===== config.mk =====
export PLATFORM = sky130hd
export DESIGN_NAME = stk_exec_unit
export DESIGN_NICKNAME = d
export VERILOG_FILES = /design/src/rtl/stk_pkg.sv /design/src/rtl/stk_alu.sv /design/src/rtl/stk_ram.sv /design/src/rtl/stk_exec_unit.sv
export SDC_FILE = /design/constraint.sdc
export NUM_CORES = 2
export LEC_CHECK = 0
export CAP_MARGIN = 20
export CORE_MARGIN = 2
export CORE_UTILIZATION = 44
export DETAILED_ROUTE_END_ITERATION = 10
export HOLD_SLACK_MARGIN = 0.03
export RECOVER_POWER = 25
export SYNTH_ARGS = -nofsm -noshare
export SYNTH_HDL_FRONTEND = slang
export SYNTH_HIERARCHICAL = 1
export SYNTH_SLANG_ARGS = --single-unit

===== constraint.sdc =====
create_clock -name clk -period 29.8 [get_ports clk]
set_clock_uncertainty 0.1 [all_clocks]
set_input_delay 4.47 -clock clk [delete_from_list [all_inputs] [get_ports clk]]
set_output_delay 4.47 -clock clk [all_outputs]
set_load 0.05 [all_outputs]

===== src/rtl/stk_pkg.sv =====
package stk_pkg;
  localparam logic [3:0] OP_PUSH  = 4'd0;
  localparam logic [3:0] OP_LOAD  = 4'd1;
  localparam logic [3:0] OP_STORE = 4'd2;
  localparam logic [3:0] OP_ADD   = 4'd3;
  localparam logic [3:0] OP_SUB   = 4'd4;
  localparam logic [3:0] OP_RSUB  = 4'd5;
  localparam logic [3:0] OP_MUL   = 4'd6;
  localparam logic [3:0] OP_DIV   = 4'd7;
  localparam logic [3:0] OP_RDIV  = 4'd8;
  localparam logic [3:0] OP_AND   = 4'd9;
  localparam logic [3:0] OP_OR    = 4'd10;
  localparam logic [3:0] OP_CMP   = 4'd11;

  typedef enum logic {ST_RUN, ST_LOAD} stk_state_e;

  function automatic logic op_is_binary(input logic [3:0] op);
    return (op >= OP_ADD) && (op <= OP_CMP);
  endfunction
endpackage


===== src/rtl/stk_alu.sv =====
module stk_alu
  import stk_pkg::*;
#(
  parameter int W = 16
) (
  input  logic [3:0]   op,
  input  logic [W-1:0] lhs,
  input  logic [W-1:0] rhs,
  output logic [W-1:0] res,
  output logic         div_zero
);
  always_comb begin
    res      = '0;
    div_zero = 1'b0;
    case (op)
      OP_ADD:  res = lhs + rhs;
      OP_SUB:  res = lhs - rhs;
      OP_RSUB: res = rhs - lhs;
      OP_MUL:  res = lhs * rhs;
      OP_DIV: begin
        if (rhs == '0) div_zero = 1'b1;
        else           res = lhs / rhs;
      end
      OP_RDIV: begin
        if (lhs == '0) div_zero = 1'b1;
        else           res = rhs / lhs;
      end
      OP_AND:  res = lhs & rhs;
      OP_OR:   res = lhs | rhs;
      OP_CMP:  res = {{(W-1){1'b0}}, (lhs == rhs)};
      default: res = '0;
    endcase
  end
endmodule


===== src/rtl/stk_ram.sv =====
module stk_ram #(
  parameter int W     = 16,
  parameter int DEPTH = 16,
  localparam int IW   = $clog2(DEPTH)
) (
  input  logic          clk,
  input  logic          we,
  input  logic [IW-1:0] waddr,
  input  logic [W-1:0]  wdata,
  input  logic [IW-1:0] raddr_a,
  output logic [W-1:0]  rdata_a,
  input  logic [IW-1:0] raddr_b,
  output logic [W-1:0]  rdata_b
);
  logic [W-1:0] slot_q [DEPTH];

  always_ff @(posedge clk) begin
    if (we) slot_q[waddr] <= wdata;
  end

  assign rdata_a = slot_q[raddr_a];
  assign rdata_b = slot_q[raddr_b];
endmodule


===== src/rtl/stk_exec_unit.sv =====
module stk_exec_unit
  import stk_pkg::*;
#(
  parameter int W     = 16,
  parameter int DEPTH = 16,
  parameter int AW    = 8,
  localparam int CW   = $clog2(DEPTH + 1),
  localparam int IW   = $clog2(DEPTH)
) (
  input  logic          clk,
  input  logic          rst,
  input  logic          instr_valid,
  output logic          instr_ready,
  input  logic [3:0]    instr_op,
  input  logic [W-1:0]  instr_lit,
  output logic [AW-1:0] mem_addr,
  output logic [W-1:0]  mem_wdata,
  output logic          mem_we,
  input  logic [W-1:0]  mem_rdata,
  output logic [W-1:0]  tos_o,
  output logic [CW-1:0] depth_o,
  output logic          err_ovf,
  output logic          err_unf,
  output logic          err_dz
);
  stk_state_e    state_q;
  logic [CW-1:0] cnt_q;
  logic [IW-1:0] top_idx, nxt_idx;
  logic [W-1:0]  top_val, nxt_val, alu_res;
  logic          alu_dz;
  logic          fire, is_bin, unf_c, ovf_c, ok_c;
  logic [CW-1:0] need_c;
  logic          wr_en;
  logic [IW-1:0] wr_idx;
  logic [W-1:0]  wr_data;
  logic          err_ovf_q, err_unf_q, err_dz_q;

  assign top_idx = IW'(cnt_q - CW'(1));
  assign nxt_idx = IW'(cnt_q - CW'(2));

  stk_ram #(.W(W), .DEPTH(DEPTH)) u_ram (
    .clk     (clk),
    .we      (wr_en),
    .waddr   (wr_idx),
    .wdata   (wr_data),
    .raddr_a (top_idx),
    .rdata_a (top_val),
    .raddr_b (nxt_idx),
    .rdata_b (nxt_val)
  );

  stk_alu #(.W(W)) u_alu (
    .op       (instr_op),
    .lhs      (nxt_val),
    .rhs      (top_val),
    .res      (alu_res),
    .div_zero (alu_dz)
  );

  assign instr_ready = (state_q == ST_RUN);
  assign fire        = instr_valid && instr_ready;
  assign is_bin      = op_is_binary(instr_op);

  always_comb begin
    need_c = '0;
    if (instr_op == OP_LOAD)                     need_c = CW'(1);
    else if (instr_op == OP_STORE || is_bin)     need_c = CW'(2);
  end

  assign unf_c = fire && (cnt_q < need_c);
  assign ovf_c = fire && (instr_op == OP_PUSH) && (cnt_q == CW'(DEPTH));
  assign ok_c  = fire && !unf_c && !ovf_c;

  // memory port: load reads at the acceptance edge, store writes there
  assign mem_we    = ok_c && (instr_op == OP_STORE);
  assign mem_addr  = (instr_op == OP_STORE) ? nxt_val[AW-1:0] : top_val[AW-1:0];
  assign mem_wdata = top_val;

  always_comb begin
    wr_en   = 1'b0;
    wr_idx  = top_idx;
    wr_data = mem_rdata;
    if (state_q == ST_LOAD) begin
      wr_en = 1'b1;
    end else if (ok_c && instr_op == OP_PUSH) begin
      wr_en   = 1'b1;
      wr_idx  = cnt_q[IW-1:0];
      wr_data = instr_lit;
    end else if (ok_c && is_bin) begin
      wr_en   = 1'b1;
      wr_idx  = nxt_idx;
      wr_data = alu_res;
    end
  end

  always_ff @(posedge clk) begin
    if (rst) begin
      state_q   <= ST_RUN;
      cnt_q     <= '0;
      err_ovf_q <= 1'b0;
      err_unf_q <= 1'b0;
      err_dz_q  <= 1'b0;
    end else begin
      err_ovf_q <= ovf_c;
      err_unf_q <= unf_c;
      err_dz_q  <= ok_c && is_bin && alu_dz;
      if (state_q == ST_LOAD) begin
        state_q <= ST_RUN;
      end else if (ok_c) begin
        if (instr_op == OP_LOAD)       state_q <= ST_LOAD;
        if (instr_op == OP_PUSH)       cnt_q   <= cnt_q + CW'(1);
        else if (instr_op == OP_STORE) cnt_q   <= cnt_q - CW'(2);
        else if (is_bin)               cnt_q   <= cnt_q - CW'(1);
      end
    end
  end

  assign tos_o   = (cnt_q == '0) ? '0 : top_val;
  assign depth_o = cnt_q;
  assign err_ovf = err_ovf_q;
  assign err_unf = err_unf_q;
  assign err_dz  = err_dz_q;
endmodule


==> results.cfg <==
[synth]
synth_top_area_share_pct = 23.2
yosysSeqAreaShare_pct = 23.8
synth_fa_ha_area_share_pct = 20.0
syn_inst = 3485
yosys.area.top_type = edfxtp_1
synthSimpleGateAreaFrac_pct = 15.3
synth_compound_area_share_pct = 18.4
synth_top_family_by_area = adder cells
synth_nets = 4004
ys.flop_type = edfxtp_1
ys_ff_latch = 265
synth.area.mux_share_pct = 11.7
synth_xor_xnor_area_share_pct = 5.93
synth_cell_types = 110
avgSynthCellArea_sq_um = 9.49
yosysMostFrequentCell = ha_1
synth_area_leaders = edfxtp_1, ha_1, mux4_2
synth_edf_count = 256
synthArstFlopShare_pct = 0
ys_warn_count = 6
syn_area_sq_um = 33100
synth_common_cells = ha_1, nand2_1, nor2_1

[die]
dieArea_sq_um = 77400
boundaryPins = 89
initial_core_util_pct = 44.4
die_h_microns = 278
dieWidth_microns = 278
core_area_sq_um = 74400
num_rows = 100

[cts]
clock-sinks = 265
clk-insertion-delay-late_ns = 0.53
cts_buffers = 25
cts_hold_buf = 0
max-clock-path-buffers = 3
tritoncts = done
clkTransAtPathRegs_ns = 0.06
root_buffer = clkbuf_16
h-tree-depth = 1

[global_routing]
grt_pass1_wl_mm = 178
gr-total-overflow = 0
antenna_found_initial = 8
grt_pass1_vias = 28821
grtUsageTotal_pct = 30.1
grt_max_degree = 70

[route]
vias = 30438
drc_errors = 0
drt-initial-drc-count = 2936
dr.pass1.iters = 6
wl_per_cell_microns = 24.9
ant_nets = 0
viasPerCell = 6.27
wl_mm = 121

[timing]
min_period_ns = 28.35
tightest_slew_ns = 1.53
slew-limit-headroom_pct = -2.10
whs_ns = 0.522
fmax_mhz = 35.3
post-route-period-util_pct = 95.1
setup_viol = 0
drv_slew = 17
fin_tns_setup_ns = 0
hold_viol_final = 0

[setup_path]
slowest_stage = or4_4
cp_data_arrival_time_ns = 28.44
crit_path_frequent_cell = buf_4
cpPeakStageDelay_ns = 0.61
rrSetupSlack_ns = 1.45
crit_type = register to register
required_ns = 29.89
start_kind = register
worstSetupEndpointType = register
worstPathMaxFanout = 16

[run]
maxCapViolCount = 1

[placement]
io_buffer_count = 88
gp_congestion = 0.973
hpwl_mm = 88.6
place_inst = 4772

[layout]
finalNonFillerCells = 4854
final_nets = 4384
drive_above_1_share_pct = 21.4
area_delta_synth_final_pct = 18.9
n_fill_cell = 6727

[run_status]
violations = max-capacitance violations, max-slew violations
outcome = finished, violations left

[worst_hold_path]
hold_path_class = register to register
-- layer usage --
metal	wire length [microns]	part of all wire, %	track usage (%)
met5	71	0.059	0
met4	4510	3.7	9.60
met3	12900	11	6.03
met2	51600	43	45.4
met1	51700	43	43.3
-- repair_timing --
item                                   4_1_cts  5_1_grt
gates resized for setup                      7      155
buffers inserted                             3       28
endpoints found under the hold margin        0        0
pin swaps                                    1       40
gates cloned                                 0        3
setup endpoints to repair                   16       32
-- sequential cells by signal, indices dropped and copies added (netlist names) --
register and flops:
err_unf 1, err_dz 1, state_q 1, err_ovf 1
u_ram/slot_q 256, depth_o 5
-- worst max-delay path, delay by kind of cell (launching register included) --
| family | cells | cell delay, ns |
|---|---|---|
| adder cells (fa/ha/maj) | 16 | 4.70 |
| AND/OR/NAND/NOR | 32 | 6.52 |
| flip-flops | 1 | 0.39 |
| AO/OA/AOI/OAI | 58 | 11.12 |
| buffers and inverters | 24 | 3.59 |
| multiplexers | 5 | 1.51 |
-- cell usage in the layout, fill, tap and decap left out, types with 28 or more instances in the layout --
cell,count
buf_4,396
ha_1,390
nand2_1,283
nor2_1,269
edfxtp_1,256
inv_1,226
a21oi_1,181
xnor2_1,150
o21ai_0,104
mux4_2,104
fa_1,82
nor3_1,81
xor2_1,71
o21a_1,67
a21o_1,65
nand3_1,61
a22oi_1,61
mux2_2,59
nor2b_1,53
clkdlybuf4s50_1,46
o211ai_1,42
dlygate4sd3_1,42
or3_1,36
nand2b_1,32
a31oi_1,32
or2_2,30
clkbuf_16,28
-- path summary, 6_finish.rpt --
| kind | from | end | depth (start not counted) |
|---|---|---|---|
| hold reg to reg | state_q | err_unf | 2 |
| setup / recovery | depth_o[0] | u_ram/slot_q[4][0] | 135 |
| setup reg to reg | depth_o[0] | u_ram/slot_q[4][0] | 135 |
| hold / removal | state_q | err_unf | 2 |
-- through the flow --
stage | utilization [%] | area (sq um) | worst slack, ns
after floorplan | - | 33100 | 0.0118
after global placement | 50.4 | 37500 | -0.103
after detailed placement | 50.5 | 37600 | -0.597
after CTS | 51.5 | 38400 | 0.0275
after global routing | 52.9 | 39300 | -0.145
final | 52.9 | 39300 | 1.45
-- logic make-up (layout without fill, tap and decap cells) --
kind of cell	after synthesis	in the layout
other	0	2
flip-flops	265	265
adder cells (fa/ha/maj)	480	480
AND/OR/NAND/NOR	1038	1038
buffers and inverters	389	787
multiplexers	209	209
XOR/XNOR	224	224
AO/OA/AOI/OAI	880	880
-- layout make-up --
type	count	area [sq um]	area share (%)
multi-input combinational	2831	24400	62.1
timing repair buffer	505	4200	10.7
tap	969	1210	3.08
antenna	2	5.00	0.0127
clock inverter	12	77.6	0.197
clock buffer	33	656	1.67
inverter	237	897	2.28
sequential	265	7870	20.0
Power is left out: the tool's default activity adds up to more than one toggle a clock period on the data nets, which glitch-free logic cannot reach.
